**src/rtl/pw_pkg.sv**
```systemverilog
package pw_pkg;
    typedef enum logic [1:0] {
        ST_IDLE  = 2'd0,
        ST_ISSUE = 2'd1,
        ST_WAIT  = 2'd2,
        ST_DONE  = 2'd3
    } walk_state_t;

    localparam int unsigned PRESENT_BIT = 0;
    localparam int unsigned LARGE_BIT   = 7;
    localparam int unsigned NX_BIT      = 63;
endpackage

```
**src/rtl/pw_fetch_addr.sv**
```systemverilog
module pw_fetch_addr #(
    parameter int ENTRY_W    = 64,
    parameter int VA_W       = 48,
    parameter int PAGE_SHIFT = 12,
    parameter int IDX_W      = 9,
    parameter int LEVELS     = 4,
    parameter int PAE_IDX_W  = 2
) (
    input  logic [ENTRY_W-1:0]          tbl_base,
    input  logic [VA_W-1:PAGE_SHIFT]    va_hi,
    input  logic [$clog2(LEVELS)-1:0]   level,
    input  logic                        short_top,
    input  logic [ENTRY_W-1:0]          wrap_mask,
    output logic [ENTRY_W-1:0]          fetch_addr
);
    localparam int LVL_W   = $clog2(LEVELS);
    localparam int ENT_SH  = 3;
    localparam int HI_W    = VA_W - PAGE_SHIFT;
    localparam int TOP_OFF = IDX_W * (LEVELS - 2);

    logic [IDX_W-1:0] lvl_idx [LEVELS];
    logic [HI_W-1:0]  va_rel;
    logic [IDX_W-1:0] idx_sel;

    assign va_rel = va_hi;

    for (genvar g = 0; g < LEVELS; g++) begin : g_idx
        assign lvl_idx[g] = va_rel[IDX_W*g +: IDX_W];
    end

    always_comb begin
        if (short_top)
            idx_sel = {{(IDX_W-PAE_IDX_W){1'b0}}, va_rel[TOP_OFF +: PAE_IDX_W]};
        else
            idx_sel = lvl_idx[LVL_W'(level)];
        fetch_addr = (tbl_base + {{(ENTRY_W-IDX_W-ENT_SH){1'b0}}, idx_sel, {ENT_SH{1'b0}}})
                     & wrap_mask;
    end
endmodule

```
**src/rtl/pw_entry_decode.sv**
```systemverilog
module pw_entry_decode
    import pw_pkg::*;
#(
    parameter int ENTRY_W    = 64,
    parameter int PA_W       = 52,
    parameter int PAGE_SHIFT = 12,
    parameter int IDX_W      = 9,
    parameter int LEVELS     = 4
) (
    input  logic [ENTRY_W-1:0]        entry,
    input  logic [ENTRY_W-1:0]        vaddr,
    input  logic [$clog2(LEVELS)-1:0] level,
    input  logic                      four_level,
    output logic                      present,
    output logic                      is_leaf,
    output logic [ENTRY_W-1:0]        leaf_paddr,
    output logic [ENTRY_W-1:0]        next_base
);
    localparam int LVL_W   = $clog2(LEVELS);
    localparam int SH_W    = $clog2(ENTRY_W) + 1;
    localparam int BIG_TOP = LEVELS - 2;
    localparam logic [ENTRY_W-1:0] BASE_MASK =
        {{(ENTRY_W-PA_W){1'b0}}, {(PA_W-PAGE_SHIFT){1'b1}}, {PAGE_SHIFT{1'b0}}};
    localparam logic [ENTRY_W-1:0] ONE = {{(ENTRY_W-1){1'b0}}, 1'b1};

    logic [SH_W-1:0]    shamt;
    logic [ENTRY_W-1:0] off_mask;
    logic               large_ok;

    always_comb begin
        present   = entry[PRESENT_BIT];
        large_ok  = (level != '0) &&
                    ((int'(level) < BIG_TOP) || (int'(level) == BIG_TOP && four_level));
        is_leaf   = (level == '0) || (entry[LARGE_BIT] && large_ok);
        shamt     = SH_W'(PAGE_SHIFT) + SH_W'(IDX_W) * SH_W'(level);
        off_mask  = (ONE << shamt) - ONE;
        leaf_paddr = (entry & ~off_mask & ~(ONE << NX_BIT)) | (vaddr & off_mask);
        next_base = entry & BASE_MASK;
    end
endmodule

```
**src/rtl/page_walk_engine.sv**
```systemverilog
module page_walk_engine
    import pw_pkg::*;
#(
    parameter int ENTRY_W    = 64,
    parameter int VA_W       = 48,
    parameter int PA_W       = 52,
    parameter int PAGE_SHIFT = 12,
    parameter int IDX_W      = 9,
    parameter int LEVELS     = 4,
    parameter int PAE_IDX_W  = 2
) (
    input  logic                      clk,
    input  logic                      rst_n,
    input  logic                      req_valid,
    output logic                      req_ready,
    input  logic [ENTRY_W-1:0]        req_vaddr,
    input  logic [ENTRY_W-1:0]        cr3,
    input  logic                      long_mode,
    input  logic                      paging_en,
    input  logic [ENTRY_W-1:0]        a20_mask,
    output logic                      mem_req,
    output logic [ENTRY_W-1:0]        mem_addr,
    input  logic                      mem_rvalid,
    input  logic [ENTRY_W-1:0]        mem_rdata,
    output logic                      rsp_valid,
    output logic [ENTRY_W-1:0]        rsp_paddr,
    output logic [$clog2(LEVELS)-1:0] rsp_size,
    output logic                      rsp_fault
);
    localparam int LVL_W     = $clog2(LEVELS);
    localparam int TOP_ALIGN = PAE_IDX_W + 3;
    localparam logic [LVL_W-1:0] LONG_TOP  = LVL_W'(LEVELS - 1);
    localparam logic [LVL_W-1:0] SHORT_TOP = LVL_W'(LEVELS - 2);
    localparam logic [ENTRY_W-1:0] ROOT_MASK =
        {{(ENTRY_W-PA_W){1'b0}}, {(PA_W-PAGE_SHIFT){1'b1}}, {PAGE_SHIFT{1'b0}}};
    localparam logic [ENTRY_W-1:0] SHORT_ROOT_MASK =
        {{(ENTRY_W-TOP_ALIGN){1'b1}}, {TOP_ALIGN{1'b0}}};

    walk_state_t          state_q, state_d;
    logic [LVL_W-1:0]     level_q;
    logic [ENTRY_W-1:0]   base_q;
    logic [ENTRY_W-1:0]   vaddr_q;
    logic                 four_q;
    logic [ENTRY_W-1:0]   paddr_q;
    logic [LVL_W-1:0]     size_q;
    logic                 fault_q;

    logic                 canon;
    logic                 ent_present, ent_leaf;
    logic [ENTRY_W-1:0]   ent_paddr, ent_next;
    logic [ENTRY_W-1:0]   fetch_addr;

    assign canon = (&req_vaddr[ENTRY_W-1:VA_W-1]) | ~(|req_vaddr[ENTRY_W-1:VA_W-1]);

    pw_fetch_addr #(
        .ENTRY_W(ENTRY_W), .VA_W(VA_W), .PAGE_SHIFT(PAGE_SHIFT),
        .IDX_W(IDX_W), .LEVELS(LEVELS), .PAE_IDX_W(PAE_IDX_W)
    ) u_fetch (
        .tbl_base  (base_q),
        .va_hi     (vaddr_q[VA_W-1:PAGE_SHIFT]),
        .level     (level_q),
        .short_top (!four_q && level_q == SHORT_TOP),
        .wrap_mask (a20_mask),
        .fetch_addr(fetch_addr)
    );

    pw_entry_decode #(
        .ENTRY_W(ENTRY_W), .PA_W(PA_W), .PAGE_SHIFT(PAGE_SHIFT),
        .IDX_W(IDX_W), .LEVELS(LEVELS)
    ) u_decode (
        .entry     (mem_rdata),
        .vaddr     (vaddr_q),
        .level     (level_q),
        .four_level(four_q),
        .present   (ent_present),
        .is_leaf   (ent_leaf),
        .leaf_paddr(ent_paddr),
        .next_base (ent_next)
    );

    // State register
    always_ff @(posedge clk) begin
        if (!rst_n) state_q <= ST_IDLE;
        else        state_q <= state_d;
    end

    // Transitions
    always_comb begin
        state_d = state_q;
        unique case (state_q)
            ST_IDLE:  if (req_valid)
                          state_d = (!paging_en || (long_mode && !canon)) ? ST_DONE : ST_ISSUE;
            ST_ISSUE: state_d = ST_WAIT;
            ST_WAIT:  if (mem_rvalid)
                          state_d = (!ent_present || ent_leaf) ? ST_DONE : ST_ISSUE;
            ST_DONE:  state_d = ST_IDLE;
            default:  state_d = ST_IDLE;
        endcase
    end

    // Walk datapath
    always_ff @(posedge clk) begin
        if (!rst_n) begin
            level_q <= '0;
            base_q  <= '0;
            vaddr_q <= '0;
            four_q  <= 1'b0;
            paddr_q <= '0;
            size_q  <= '0;
            fault_q <= 1'b0;
        end else begin
            unique case (state_q)
                ST_IDLE: if (req_valid) begin
                    vaddr_q <= req_vaddr;
                    four_q  <= long_mode;
                    paddr_q <= '0;
                    size_q  <= '0;
                    fault_q <= 1'b0;
                    if (!paging_en) begin
                        paddr_q <= req_vaddr;
                    end else if (long_mode && !canon) begin
                        fault_q <= 1'b1;
                    end else if (long_mode) begin
                        level_q <= LONG_TOP;
                        base_q  <= cr3 & ROOT_MASK;
                    end else begin
                        level_q <= SHORT_TOP;
                        base_q  <= cr3 & SHORT_ROOT_MASK;
                    end
                end
                ST_WAIT: if (mem_rvalid) begin
                    if (!ent_present) begin
                        fault_q <= 1'b1;
                    end else if (ent_leaf) begin
                        paddr_q <= ent_paddr;
                        size_q  <= level_q;
                    end else begin
                        base_q  <= ent_next;
                        level_q <= level_q - 1'b1;
                    end
                end
                default: ;
            endcase
        end
    end

    // Outputs
    always_comb begin
        req_ready = (state_q == ST_IDLE);
        mem_req   = (state_q == ST_ISSUE);
        mem_addr  = fetch_addr;
        rsp_valid = (state_q == ST_DONE);
        rsp_paddr = paddr_q;
        rsp_size  = size_q;
        rsp_fault = fault_q;
    end

    // Checks
    assert_req_pulse_R10: assert property (@(posedge clk) disable iff (!rst_n)
        mem_req |=> !mem_req);
    assert_no_read_busy_R10: assert property (@(posedge clk) disable iff (!rst_n)
        (mem_req && !req_ready) |=> !mem_req);
    assert_fetch_wrap_R5: assert property (@(posedge clk) disable iff (!rst_n)
        mem_req |-> ((mem_addr & ~a20_mask) == '0));
    assert_rsp_pulse_R11: assert property (@(posedge clk) disable iff (!rst_n)
        rsp_valid |=> !rsp_valid);
    assert_walk_step_R11: assert property (@(posedge clk) disable iff (!rst_n)
        (state_q == ST_WAIT && mem_rvalid) |=> (mem_req || rsp_valid));
    assert_passthru_R1: assert property (@(posedge clk) disable iff (!rst_n)
        (req_valid && req_ready && !paging_en) |=>
        (rsp_valid && !rsp_fault && rsp_paddr == $past(req_vaddr) && !mem_req));
    assert_noncanon_R2: assert property (@(posedge clk) disable iff (!rst_n)
        (req_valid && req_ready && paging_en && long_mode &&
         !((&req_vaddr[ENTRY_W-1:VA_W-1]) || !(|req_vaddr[ENTRY_W-1:VA_W-1])))
        |=> (rsp_valid && rsp_fault && !mem_req));
    assert_gig_four_level_R7: assert property (@(posedge clk) disable iff (!rst_n)
        (rsp_valid && !rsp_fault && rsp_size == SHORT_TOP) |-> four_q);
endmodule

```
**config.mk**
```make
export PLATFORM = sky130hd
export DESIGN_NAME = page_walk_engine
export DESIGN_NICKNAME = d
export VERILOG_FILES = /design/src/rtl/pw_pkg.sv /design/src/rtl/pw_fetch_addr.sv /design/src/rtl/pw_entry_decode.sv /design/src/rtl/page_walk_engine.sv
export SDC_FILE = /design/constraint.sdc
export NUM_CORES = 1
export LEC_CHECK = 0
export BUFFER_PORTS_ARGS = -buffer_cell sky130_fd_sc_hd__buf_2
export CAP_MARGIN = 20
export CORE_ASPECT_RATIO = 0.5
export CORE_MARGIN = 2
export CORE_UTILIZATION = 35
export DETAILED_ROUTE_END_ITERATION = 7
export HOLD_SLACK_MARGIN = 0.1
export MAX_ROUTING_LAYER = met4
export PLACE_DENSITY = 0.63
export SLEW_MARGIN = 20
export SYNTH_ARGS = -nofsm -noshare
export SYNTH_HDL_FRONTEND = slang
export SYNTH_SLANG_ARGS = --single-unit
```
**constraint.sdc**
```tcl
create_clock -name clk -period 6.65 [get_ports clk]
set_input_delay 1.33 -clock clk [delete_from_list [all_inputs] [get_ports clk]]
set_output_delay 1.33 -clock clk [all_outputs]
set_load 0.1 [all_outputs]
```
### After elaboration in Yosys (flattened, before gate mapping)

Index checks and enable logic that the tools add are counted.

* add/subtract/negate cells: 4
* $mul: 1
* $lt $le $gt $ge: 2
* eq/ne operators: 13
* shift operators: 1
* mux-type cells: 42
* bitwise operators: 8
* reductions and logical operators: 24

Operator list (number)
* $mux 64: 12
* $pmux 64 s2: 2
* $and 64x64->64: 2
* $add 64x12->64: 1
* $or 63x64->64: 1
* $shl 1x7->64 const A: 1
* $sub 64x1->64 const B: 1
* $and 63x63->63: 1
* $not 63->63: 1
* $mux 2: 14
* $mux 9: 3
* $bmux 9 s2: 1
* $reduce_and 17->1: 1
* $reduce_or 17->1: 1
* $ne 2x2->1 const B: 7
* $eq 2x2->1 const B: 4
* $pmux 2 s2: 2
* $pmux 2 s4: 1
* $add 4x6->7 const A: 1
* $reduce_and 7->1: 1
* $mul 4x2->6 const A: 1
* $mux 1: 6
* $logic_and 1x1->1: 5
* $reduce_and 5->1: 1
* other kinds (15): 24

* bits in registers: 200
* bits of input ports: 262
* output and inout bits: 134
* logic and storage cells: 103

### Logic depth before layout (Yosys ltp)

* depth after elaboration: 11
* gate-level depth with buffers: 15
* depth with buffers taken out: 11

### By module

From an unflattened synthesis, not the netlist that was laid out.

* cells, all modules: 1673
* area total of the unflattened synthesis: 13465.4 sq um

Modules (own cells, without submodules)
* page_walk_engine: times used 1, cells each 1087, area an instance 9200.1 sq um, sequential area each 4003.8 sq um
* pw_fetch_addr: times used 1, cells each 385, area an instance 2620.0 sq um, sequential area each 0.0 sq um
* pw_entry_decode: times used 1, cells each 201, area an instance 1645.3 sq um, sequential area each 0.0 sq um

### Worst setup path before layout

Ideal clock, no wire load.

* kind: reg-to-output
* start point: register level_q[0]
* end point: output port mem_addr[30]
* arrival: 5.921 ns
* data required time: 5.320 ns
* slack: -0.601 ns
* stages on the path, launching flop included: 12
* buffers on the path: 4
* path through: dfxtp_1 buf_2 buf_2 mux4_2 nor2b_1 ha_1 a21o_1 a21oi_1 o31a_1 clkbuf_1 clkbuf_1 o41ai_1

* cells in the longest elaborated chain, start to end: 7
* elaborated cells between the ends (all ways): 9
* those cells by class: 1 x add/sub; 1 x eq/ne; 4 x mux; 2 x bitwise; 1 x reduce/logical

Ends and longest elaborated chain
* start, declared: line page_walk_engine.sv:40 `logic [LVL_W-1:0] level_q;`
* start signal, assigned: line page_walk_engine.sv:139 `level_q <= level_q - 1'b1;`
* $not 2->3 (implied by the code): line pw_fetch_addr.sv:35 `idx_sel = lvl_idx[LVL_W'(level)];`
* $bmux 9 s2: line pw_fetch_addr.sv:35
* $mux 9 (implied by the code) (2 in a row): line pw_fetch_addr.sv:35
* $mux 9 (*): line pw_fetch_addr.sv:32 `if (short_top)`
* $add 64x12->64 (*): line pw_fetch_addr.sv:36 `fetch_addr = (tbl_base + {{(ENTRY_W-IDX_W-ENT_SH){1'b0}}, idx_sel, {ENT_SH{1'b0}}})`
* $and 64x64->64 (*): line pw_fetch_addr.sv:37 `& wrap_mask;`
* end, declared: line page_walk_engine.sv:22 `output logic [ENTRY_W-1:0] mem_addr,`

Every way passes the cells marked *; elsewhere a longest branch is shown, timed or not. The select of a mux whose other input is x is not followed.

### Worst setup path after layout

* start point: register level_q[0]
* end point: output port mem_addr[33]

Same word-level chain as after synthesis.

==> out/metrics.cfg <==
[run_status]
status=finished, final reports clean

[worst_setup_path]
crit_path_top_delay_cell=nor2b_1
cp_num_cells=12
path_buf_inv=2
reg2reg_to=rsp_paddr[59]$_SDFFE_PN0P_
crit_chain=inv_1 > ha_1 > nor2b_1 > nor2b_1 > ha_1 > fa_1 > a211oi_1 > nor3_2 > o2111ai_1 > nand2_1 > a21boi_1 > buf_2
worstPathRequired_ns=5.32
r2r_start=level_q[0]$_SDFFE_PN0P_
path_class=reg -> out
cp-end-kind=output port
startpoint=level_q[0]$_SDFFE_PN0P_
endpoint=mem_addr[33]
cp-start-kind=flip-flop
cpLargestDelayFamily=simple AND/OR/NAND/NOR gates
crit_fanout=9
max_stage_delay_ns=0.77
r2r_slack_ns=2.98
r2r_cells=11
critPathArrivalTime_ns=4.70

[cells_and_area]
nNetsFinal=2108
final_layout_size_suffix_gt1_frac=0.260
final_common_cell=nand2_1
layout.cells.non_filler=2295
fillCellCount=3323
layout_common_cells=427 x nand2_1, 334 x buf_2, 193 x dfxtp_1, 103 x mux2i_1, 99 x a21oi_1
final_util=0.458
area_growth_pct=29.6
regArea_um2=3860
multi_input_area_um2=7210

[run]
maxCapViolCount=0

[cts]
cts-hold-fix-buffers=0
clkTransAtPathRegs_ns=0.08
cts_setup_buffers=0
htreeDepth=4
insertion_delay_ns=0.45
cts_made_buffers=17
cts.sinks=193
ctsResizeCount=0
cts_tree=done
clock_path_buffers=2
cts_root_buffer=clkbuf_16

[power]
switching_power_uw=1640
leakage_uw=0.00660
combPwrFrac=0.363
p_int_uw=2240
peakVddDrop_uv=144
swShare=0.422
power_density_nw_per_um2=257
power_frac_seq=0.349
clkPwrFrac=0.289

[grt]
grt_overflow=0
grt_max_degree=98
grt_pass1_vias=11219
antenna_found_initial=13
grt_usage=0.252
grt_pass1_wl_um=65700

[floorplan]
dieArea_um2=34800
rows=47
die_x_um=262
die_h_um=133
start_util=0.354
core_region_area_um2=32900
num_io_pins=396

[routing]
drc=0
firstDrtPassIters=5
vias_per_cell=5.38
wl_per_cell_um=19.4
finalWirelength_um=44500
drtIter0Drc=990
vias=12351
ant_nets=0

[place]
dp_cells=2249
dp_hpwl_um=32400
gp_congestion=0.918
port_buffers=380
dpl_worst_slack_ns=1.17

[yosys]
synth_seq_area_share=0.332
async_flop_share=0
netlist_area_um2=11600
synth-seq-cells=193
syn_inst=1529
ys_warn_count=0
synthFlopType=dfxtp_1
synth_cell_types=66
synth_edf_count=0
syn_avg_cell_area_um2=7.60

[timing]
hold_violations=0
period_share=0.907
setup_violations=0
tightestPinTransition_ns=1.00
period_needed_ns=6.03
hold-worst-slack_ns=0.456
setup_ws_ns=0.620
rsz0062_at_grt=false
tns_ns=0
clock_skew_ns=0.0111
fmax_mhz=166
drv_slew=0
relSlewSlack=0.331

[worst_hold_path]
hold_path.class=reg -> reg

worst min-delay path, cell delays in order (launching register included):
cell and delay, ns:
dfxtp_1 0.31, nand2_1 0.05, a21oi_1 0.05
cells by family (layout without fill, tap and decap cells):
group           count (synthesis)  after routing  share of synthesized area
simple gates                  703            703                      0.274
compound gates                332            332                      0.184
flops                         193            193                      0.332
buf+inv                       134            444                     0.0513
mux                           133            133                      0.126
fa+ha+maj                      18             18                     0.0200
xor+xnor                       14             14                     0.0105
other cells                     2             17                   0.000646
layer usage:
layer | global-route usage | wire length, um | vias to the layer above
met2 | 0.412 | 21900 | 383
met1 | 0.314 | 18900 | 5898
li1 | - | - | 5989
met5 | - | 0 | -
met3 | 0.0362 | 2260 | 81
met4 | 0.102 | 1510 | 0
stage by stage:
step | instance area [um^2] | total power (uW)
floorplan | 11600 | 2410
global placement | 14400 | 2760
detailed placement | 14400 | 2770
CTS | 15000 | 3890
global route | 15100 | 4030
finish | 15100 | 3880
how the worst min path moves through the flow:
stage	start	end	depth (start not counted)
4_1_cts	vaddr_q[6]$_SDFFE_PN0P_	vaddr_q[6]$_SDFFE_PN0P_	2
3_3_place_gp	vaddr_q[59]$_SDFFE_PN0P_	vaddr_q[59]$_SDFFE_PN0P_	2
3_5_place_dp	vaddr_q[6]$_SDFFE_PN0P_	vaddr_q[6]$_SDFFE_PN0P_	2
6_report	vaddr_q[10]$_SDFFE_PN0P_	vaddr_q[10]$_SDFFE_PN0P_	2
2_1_floorplan	vaddr_q[9]$_SDFFE_PN0P_	vaddr_q[9]$_SDFFE_PN0P_	2
5_1_grt	vaddr_q[5]$_SDFFE_PN0P_	vaddr_q[5]$_SDFFE_PN0P_	2
flip-flops by register name (all words and copies together), names as in the netlist:
register and count:
rsp_paddr 64, vaddr_q 62, base_q 59, level_q 2, rsp_size 2, state_q 2
four_q 1, rsp_fault 1
area by class of cell:
type | count | share of cell area
multi-input combinational | 1204 | 0.478
antenna | 13 | 0.00216
clock inverter | 12 | 0.0114
clock buffer | 20 | 0.0296
tap | 441 | 0.0366
inverter | 13 | 0.00340
timing repair buffer | 399 | 0.182
sequential | 193 | 0.256
power groups by stage:
stage               clock network (uW)  registers, uW  logic, uW
finish                            1120           1350       1410
global route                      1170           1370       1490
CTS                               1130           1350       1400
detailed placement                   0           1380       1400
global placement                     0           1370       1390
floorplan                            0           1770        638
synthesized netlist by cell type, types with 9 or more instances:
master    instances  share of area
a211oi_1         41          0.026
o21ai_0          33          0.014
mux2_2           21          0.020
buf_2            18         0.0077
mux2i_1         103          0.089
and3_1           19          0.010
nand2_1         428           0.14
nand3_1          35          0.015
clkbuf_1         80          0.026
mux4_2            9          0.017
buf_1            12         0.0039
and2_1           17         0.0091
o31ai_1          32          0.021
a31oi_1          32          0.017
a21boi_0         18          0.012
or4_1            30          0.019
nor2b_1          13         0.0070
nor2_1           90          0.029
inv_1            13         0.0042
dfxtp_1         193           0.33
or3_1            10         0.0054
ha_1             17          0.018
nand2b_1         11         0.0059
a21oi_1          99          0.043
nand4_1          17         0.0091
a21boi_1         23          0.015
Note: power is estimated with default switching activity, not from simulation.
